===== src/rtl/desat_pkg.sv =====
package desat_pkg;
  typedef enum logic [1:0] {
    OFF_HARD = 2'b00,
    OFF_SOFT = 2'b01,
    OFF_TWO  = 2'b10
  } off_style_e;

  function automatic off_style_e decode_mode(input logic [1:0] mode);
    case (mode)
      2'b01:   decode_mode = OFF_SOFT;
      2'b10:   decode_mode = OFF_TWO;
      default: decode_mode = OFF_HARD;
    endcase
  endfunction
endpackage


===== src/rtl/desat_deglitch.sv =====
module desat_deglitch #(
  parameter int SHORT_LEN = 4,
  parameter int LONG_LEN  = 16
) (
  input  logic clk,
  input  logic rst_n,
  input  logic arm,
  input  logic flag,
  input  logic sel_long,
  output logic trip
);
  localparam int CW = $clog2(LONG_LEN + 1);
  localparam logic [CW-1:0] SHORT_W = CW'(SHORT_LEN);
  localparam logic [CW-1:0] LONG_W  = CW'(LONG_LEN);

  logic [CW-1:0] cnt_q, cnt_nxt, len;
  logic          active, cnt_en;

  assign len    = sel_long ? LONG_W : SHORT_W;
  assign active = arm & flag;

  always_comb begin
    cnt_nxt = cnt_q;
    cnt_en  = 1'b0;
    if (!active) begin
      cnt_nxt = '0;
      cnt_en  = (cnt_q != '0);
    end else if (cnt_q < len) begin
      cnt_nxt = cnt_q + 1'b1;
      cnt_en  = 1'b1;
    end
  end

  always_ff @(posedge clk or negedge rst_n) begin
    if (!rst_n)      cnt_q <= '0;
    else if (cnt_en) cnt_q <= cnt_nxt;
  end

  assign trip = active & (cnt_q >= (len - 1'b1));
endmodule


===== src/rtl/desat_fault_latch.sv =====
module desat_fault_latch (
  input  logic clk,
  input  logic rst_n,
  input  logic trip,
  input  logic clr_stb,
  input  logic flag,
  output logic fault,
  output logic set_pulse
);
  logic fault_q, fault_nxt, clr_ok;

  assign clr_ok    = clr_stb & ~flag;
  assign set_pulse = trip & ~fault_q;

  always_comb begin
    fault_nxt = fault_q;
    if (trip)        fault_nxt = 1'b1;
    else if (clr_ok) fault_nxt = 1'b0;
  end

  always_ff @(posedge clk or negedge rst_n) begin
    if (!rst_n) fault_q <= 1'b0;
    else        fault_q <= fault_nxt;
  end

  assign fault = fault_q;
endmodule


===== src/rtl/desat_offseq.sv =====
module desat_offseq
  import desat_pkg::*;
#(
  parameter int MID_CYCLES = 32
) (
  input  logic       clk,
  input  logic       rst_n,
  input  logic       set_pulse,
  input  logic       fault,
  input  logic [1:0] mode_in,
  output logic [1:0] style,
  output logic       mid
);
  localparam int MW = $clog2(MID_CYCLES + 1);
  localparam logic [MW-1:0] MID_W = MW'(MID_CYCLES);

  off_style_e    style_q, style_nxt;
  logic [MW-1:0] mid_q, mid_nxt;
  logic          mid_en;

  always_comb begin
    style_nxt = style_q;
    mid_nxt   = mid_q;
    mid_en    = 1'b0;
    if (set_pulse) begin
      style_nxt = decode_mode(mode_in);
      mid_nxt   = (decode_mode(mode_in) == OFF_TWO) ? MID_W : '0;
      mid_en    = 1'b1;
    end else if (!fault) begin
      style_nxt = OFF_HARD;
      mid_nxt   = '0;
      mid_en    = (mid_q != '0);
    end else if (mid_q != '0) begin
      mid_nxt = mid_q - 1'b1;
      mid_en  = 1'b1;
    end
  end

  always_ff @(posedge clk or negedge rst_n) begin
    if (!rst_n) style_q <= OFF_HARD;
    else        style_q <= style_nxt;
  end

  always_ff @(posedge clk or negedge rst_n) begin
    if (!rst_n)      mid_q <= '0;
    else if (mid_en) mid_q <= mid_nxt;
  end

  assign style = fault ? style_q : OFF_HARD;
  assign mid   = fault & (style_q == OFF_TWO) & (mid_q != '0);
endmodule


===== src/rtl/desat_guard.sv =====
module desat_guard #(
  parameter int SHORT_LEN  = 4,
  parameter int LONG_LEN   = 16,
  parameter int MID_CYCLES = 32
) (
  input  logic       clk,
  input  logic       rst_n,
  input  logic       pwm_in,
  input  logic       cmp_trip,
  input  logic       cfg_prot_en,
  input  logic       cfg_glitch_long,
  input  logic       cfg_safe_high,
  input  logic [1:0] cfg_off_mode,
  input  logic       cfg_dchg_en,
  input  logic       mask_flt,
  input  logic       clr_stb,
  output logic       gate_out,
  output logic [1:0] off_style,
  output logic       mid_level,
  output logic       chg_en,
  output logic       dchg_en,
  output logic       stat_desat,
  output logic       flt_n
);
  logic pwm_q, dchg_q, dchg_nxt;
  logic trip, fault, set_pulse;

  desat_deglitch #(.SHORT_LEN(SHORT_LEN), .LONG_LEN(LONG_LEN)) i_dg (
    .clk(clk), .rst_n(rst_n), .arm(cfg_prot_en & pwm_in), .flag(cmp_trip),
    .sel_long(cfg_glitch_long), .trip(trip)
  );

  desat_fault_latch i_lat (
    .clk(clk), .rst_n(rst_n), .trip(trip), .clr_stb(clr_stb),
    .flag(cmp_trip), .fault(fault), .set_pulse(set_pulse)
  );

  desat_offseq #(.MID_CYCLES(MID_CYCLES)) i_seq (
    .clk(clk), .rst_n(rst_n), .set_pulse(set_pulse), .fault(fault),
    .mode_in(cfg_off_mode), .style(off_style), .mid(mid_level)
  );

  assign dchg_nxt = cfg_dchg_en & pwm_q & ~pwm_in;

  always_ff @(posedge clk or negedge rst_n) begin
    if (!rst_n) begin
      pwm_q  <= 1'b0;
      dchg_q <= 1'b0;
    end else begin
      pwm_q  <= pwm_in;
      dchg_q <= dchg_nxt;
    end
  end

  assign gate_out   = fault ? cfg_safe_high : pwm_in;
  assign chg_en     = pwm_in & ~fault;
  assign dchg_en    = dchg_q;
  assign stat_desat = fault;
  assign flt_n      = ~(fault & ~mask_flt);
endmodule


===== config.mk =====
export PLATFORM = sky130hd
export DESIGN_NAME = desat_guard
export DESIGN_NICKNAME = d
export VERILOG_FILES = /design/src/rtl/desat_pkg.sv /design/src/rtl/desat_deglitch.sv /design/src/rtl/desat_fault_latch.sv /design/src/rtl/desat_offseq.sv /design/src/rtl/desat_guard.sv
export SDC_FILE = /design/constraint.sdc
export NUM_CORES = 1
export LEC_CHECK = 0
export BUFFER_PORTS_ARGS = -buffer_cell sky130_fd_sc_hd__buf_2
export CORE_MARGIN = 2
export CORE_UTILIZATION = 35
export CTS_CLUSTER_DIAMETER = 200
export DETAILED_ROUTE_END_ITERATION = 10
export PLACE_DENSITY_LB_ADDON = 0.05
export SLEW_MARGIN = 25
export SYNTH_ARGS = -nofsm -noshare
export SYNTH_HDL_FRONTEND = slang
export SYNTH_HIERARCHICAL = 1
export SYNTH_SLANG_ARGS = --single-unit

===== constraint.sdc =====
create_clock -name clk -period 3.5 [get_ports clk]
set_input_delay 0.7 -clock clk [delete_from_list [all_inputs] [get_ports clk]]
set_output_delay 0.7 -clock clk [all_outputs]
set_load 0.005 [all_outputs]

# == Yosys cells after proc, flatten, opt, wreduce, memory -nomap -nowiden ==
# Cells that the tools add are included.
# totals
reg_bits,16
inputBits,12
output_inout_bits,8
elab_cells,57
# op_classes
n_addsub,3
n_lt_le_gt_ge,2
eq_ne,6
mux,19
bitwise_logic,16
n_reduce_logical,5
# ops
operator,n
two-way mux 6 bit,4
two-way mux 5 bit,3
bitwise AND 1 bit,11
two-way mux 1 bit,8
"== test 2 bit, second input constant",3
two-way mux 2 bit,3
nonzero test 6 bit,1
"subtractor 6 x 1 -> 6 bit, second input constant",1
"adder 5 x 1 -> 5 bit, second input constant",1
>= comparator 5 bit,1
less-than comparator 5 bit,1
NOT 1 bit,5
nonzero test 5 bit,1
"subtractor 5 x 1 -> 5 bit, second input constant",1
case mux 2 bit (2 select lines),1
AND reduction 2 bit,2
"inequality test 3 x 1 -> 1 bit, second input constant",1
"== test 2 x 1 -> 1 bit, second input constant",1
"inequality test 2 bit, second input constant",1
nonzero test 2 bit,1

# == Longest topological paths before layout ==
# depth
depth_word,9
ltp_mapped,9

# == By module ==
# Netlist, hierarchy kept.
# by_module_without_submodules
module,n_inst,cells_per_inst,area_per_inst_um2,seq_area_each_um2
desat_offseq,1,45,457.9,200.2
desat_deglitch,1,42,377.9,125.1
desat_guard,1,7,95.1,50.0
desat_fault_latch,1,4,45.0,25.0

# == Worst setup path after synthesis ==
# No wires, ideal clock.
# synth_path
path_kind,input to register
start,input port cfg_glitch_long
end,register i_seq.mid_q[1]
setup_time_ns,0.125
arrival_ns,2.498
setup_slack_ns,0.877
cell_stages,9
n_path_buf,0
cell_sequence,inv_1 > ha_1 > nor2_1 > o21ai_0 > a21oi_1 > nor2b_1 > or4b_4 > or2_4 > mux2_4
# synth_via
elab_chain_len,7
elab_cells_between_ends,9
# synth_rtl
element,line,rtl
start: declaration,desat_guard.sv:11,"input logic cfg_glitch_long,"
two-way mux 5 bit *,desat_deglitch.sv:19,assign len = sel_long ? LONG_W : SHORT_W;
subtractor 5 x 1 -> 5 bit *,desat_deglitch.sv:39,assign trip = active & (cnt_q >= (len - 1'b1));
>= comparator 5 bit *,desat_deglitch.sv:39,
bitwise AND 1 bit *,desat_deglitch.sv:39,
via trip,desat_guard.sv:26,"logic trip, fault, set_pulse;"
bitwise AND 1 bit *,desat_fault_latch.sv:13,assign set_pulse = trip & ~fault_q;
via set_pulse,desat_guard.sv:26,
inequality test 3 x 1 -> 1 bit (no source line) or two-way mux 1 bit (tied branches),n/a,
AND reduction 2 bit (no source line),n/a,
end signal: assignment,desat_offseq.sv:46,else if (mid_en) mid_q <= mid_nxt;
end: declaration,desat_offseq.sv:18,"logic [MW-1:0] mid_q, mid_nxt;"
# Mark *: on every way through the listed nets, which the timed path passes. The rest lies on a longest branch.
# A chain may end at the register's enable or synchronous reset.

# == Worst setup path in the final report ==
# Same ends and word-level chain as after synthesis.

==> flow_metrics.env <==
export IMPL_antenna_found_initial=0
export IMPL_cts_root_buf="clkbuf_4"
export IMPL_grt_pass1_wl_um=3260
export IMPL_cts_sinks=16
export IMPL_antenna_left=0
export IMPL_fin_skew_ps=6.53
export IMPL_setup_tns_ps=0
export IMPL_end_kind="flop"
export IMPL_ys_types=36
export IMPL_timing_final_max_slew_violations=0
export IMPL_synth_top_family_by_area="simple AND/OR/NAND/NOR gates"
export IMPL_grt_pass1_vias=766
export IMPL_cts_max_path_buffers=2
export IMPL_port_buffer_count=19
export IMPL_synth_warnings=6
export IMPL_nNetsFinal=142
export IMPL_drive_above_1_share=0.264
export IMPL_worstPathArrival_ps=2700
export IMPL_ctsHoldBuffers=0
export IMPL_cts_tree="yes"
export IMPL_antenna_cells=0
export IMPL_wl_per_cell_um=12.0
export IMPL_yosys_register_bits=16
export IMPL_synthFlopType="dfrtp_1"
export IMPL_dp_worst_setup_slack_ps=658
export IMPL_synth_xor_area_frac=0.0359
export IMPL_r2r_end="i_seq/mid_q[1]"
export IMPL_slew_limit_headroom=0.749
export IMPL_io_pins=20
export IMPL_synth_simple_area_share=0.233
export IMPL_synth_area_leaders="dfrtp_1 (41%), ha_1 (10%), inv_1 (3.8%)"
export IMPL_critPathLaunch="cfg_glitch_long"
export IMPL_cts_made_buffers=3
export IMPL_drt_pass1_iterations=2
export IMPL_drt_iter0_drc=10
export IMPL_synth_area_leader_cell="dfrtp_1"
export IMPL_synth_cell_area_um2=976
export IMPL_crit_end="i_seq/mid_q[1]"
export IMPL_hold_violations=0
export IMPL_worstMarginPinSlew_ps=377
export IMPL_fp_dieH_um=56.8
export IMPL_area_growth_pct=17.4
export IMPL_drc_errors=0
export IMPL_post_route_util=0.423
export IMPL_crit_required_ps=3670
export IMPL_final_cell_mix="buf_2 (19), dfrtp_1 (16), inv_1 (10)"
export IMPL_fillCellCount=294
export IMPL_cap_violations=0
export IMPL_rows=19
export IMPL_clkTransAtPathRegs_ps=100
export IMPL_grt_overflow=0
export IMPL_fmax_mhz=396
export IMPL_cts_resized=0
export IMPL_post_cts_setup_buffers=0
export IMPL_worst_path_max_delay_cell="or4b_4"
export IMPL_coreArea_um2=2710
export IMPL_r2r_start="i_dg/cnt_q[0]"
export IMPL_synth_top_area_share=0.410
export IMPL_clk_latency_ps=290
export IMPL_ir_drop_uv=193
export IMPL_die_w_um=56.8
export IMPL_synth_edf_count=0
export IMPL_synth_fa_ha_area_frac=0.103
export IMPL_synth_compound_area_share=0.128
export IMPL_worst_slack_ps=973
export IMPL_r2r_cells=9
export IMPL_rsz0062_at_grt="false"
export IMPL_routabilityCongestion=0.760
export IMPL_powerDensity_nw_per_um2=330
export IMPL_final_common_cell="buf_2"
export IMPL_h_tree_depth=1
export IMPL_hp_class="input pin to asynchronous set/reset pin"
export IMPL_cp_max_fo=6
export IMPL_dp_hpwl_um=1430
export IMPL_start_util=0.360
export IMPL_synthMuxAreaShare=0.0513
export IMPL_r2r_slack_ps=990
export IMPL_synthArstFlopShare=1.00
export IMPL_crit_type="input pin to flop"
export IMPL_synth_cells=98
export IMPL_die_area_um2=3230
export IMPL_leakage_nw=0.592
export IMPL_cp_slowest_stage_delay_ps=550
export IMPL_wirelength_um=1830
export IMPL_min_period_over_period=0.722
export IMPL_grt_max_degree=17
export IMPL_setup_viol=0
export IMPL_min_period_ps=2530
export IMPL_synth_seq_area_share=0.410
export IMPL_synth_net_count=118
export IMPL_outcome="completed"
export IMPL_vias=739
export IMPL_grtUsageTotal=0.130
export IMPL_avgViaCountPerCell=4.86
export IMPL_synth_avg_cell_area_um2=9.96
export IMPL_crit_path_start_kind="input pin"
export IMPL_crit_chain="buf_2 -> inv_1 -> ha_1 -> nor2_1 -> o21ai_0 -> a21oi_1 -> nor2b_1 -> or4b_4 -> or2_4 -> mux2_4"
metrics by stage:
step | std cells | total power, W | hold WS [ps] | cell area (um^2)
final | 152 | 0.000378 | 315 | 1150
after global routing | 152 | 0.000408 | 321 | 1150
after CTS | 152 | 0.000386 | 318 | 1150
after detailed placement | 148 | 0.000261 | 488 | 1110
after global placement | 148 | 0.000259 | 490 | 1110
after floorplan | 98 | 0.000240 | 404 | 976
metal layers:
| metal | part of all wire | vias to the layer above | track usage |
|---|---|---|---|
| met5 | 0 | - | 0 |
| met4 | 0.0093 | 0 | 0.0399 |
| li1 | - | 382 | - |
| met1 | 0.51 | 333 | 0.175 |
| met3 | 0.062 | 2 | 0.0415 |
| met2 | 0.42 | 22 | 0.199 |
power by group:
group | switching (W) | internal, W | total, W
Clock | 0.0000580 | 0.0000633 | 0.000121
Combinational | 0.0000278 | 0.0000277 | 0.0000556
Sequential | 0.00000907 | 0.000192 | 0.000201
flip-flops by register name (all words and copies together), names as in the netlist:
| signal | cells |
|---|---|
| i_seq/style_q | 2 |
| i_dg/cnt_q | 5 |
| i_lat/fault | 1 |
| pwm_q | 1 |
| dchg_en | 1 |
| i_seq/mid_q | 6 |
cells by family (layout without fill, tap and decap cells):
group	count (synthesis)	after routing
fa+ha+maj	8	8
buf+inv	10	33
xor+xnor	4	4
mux	4	4
simple gates	38	38
flops	16	16
compound gates	18	18
worst max-delay path, delay by kind of cell:
| kind | cells | cell delay (ps) |
|---|---|---|
| buffers and inverters | 2 | 140 |
| AND/OR/NAND/NOR | 4 | 1030 |
| AO/OA/AOI/OAI | 2 | 240 |
| adder cells (fa/ha/maj) | 1 | 290 |
| multiplexers | 1 | 290 |
synth_stat cells (2+ instances only):
cell type / count
nand3b_1: 2
nor2_1: 9
xnor2_1: 4
dfrtp_1: 16
nor3_1: 3
ha_1: 8
inv_1: 10
nand3_1: 2
nand2_1: 4
mux2_4: 2
o21ai_0: 3
a21oi_1: 5
nand2b_1: 6
mux2i_1: 2
layout make-up:
class                   instances  area (um^2)  area share
multi-input cells              72          538       0.469
flip-flops and latches         16          400       0.349
repair buffers                 19         95.1      0.0830
well taps                      31         38.8      0.0338
inverters                      10         37.5      0.0328
clock buffers                   4         36.3      0.0317
worst min-delay path by stage:
stage	start	to	slack [ps]	cells past startpoint
after CTS	rst_n	i_dg/cnt_q[1]	320	1
final	rst_n	i_dg/cnt_q[1]	320	1
after detailed placement	pwm_q	dchg_en	490	1
after floorplan	rst_n	dchg_en	400	0
after global placement	pwm_q	dchg_en	490	1
after global routing	rst_n	i_dg/cnt_q[1]	320	1
No activity file was read; power rests on OpenSTA's default activity.
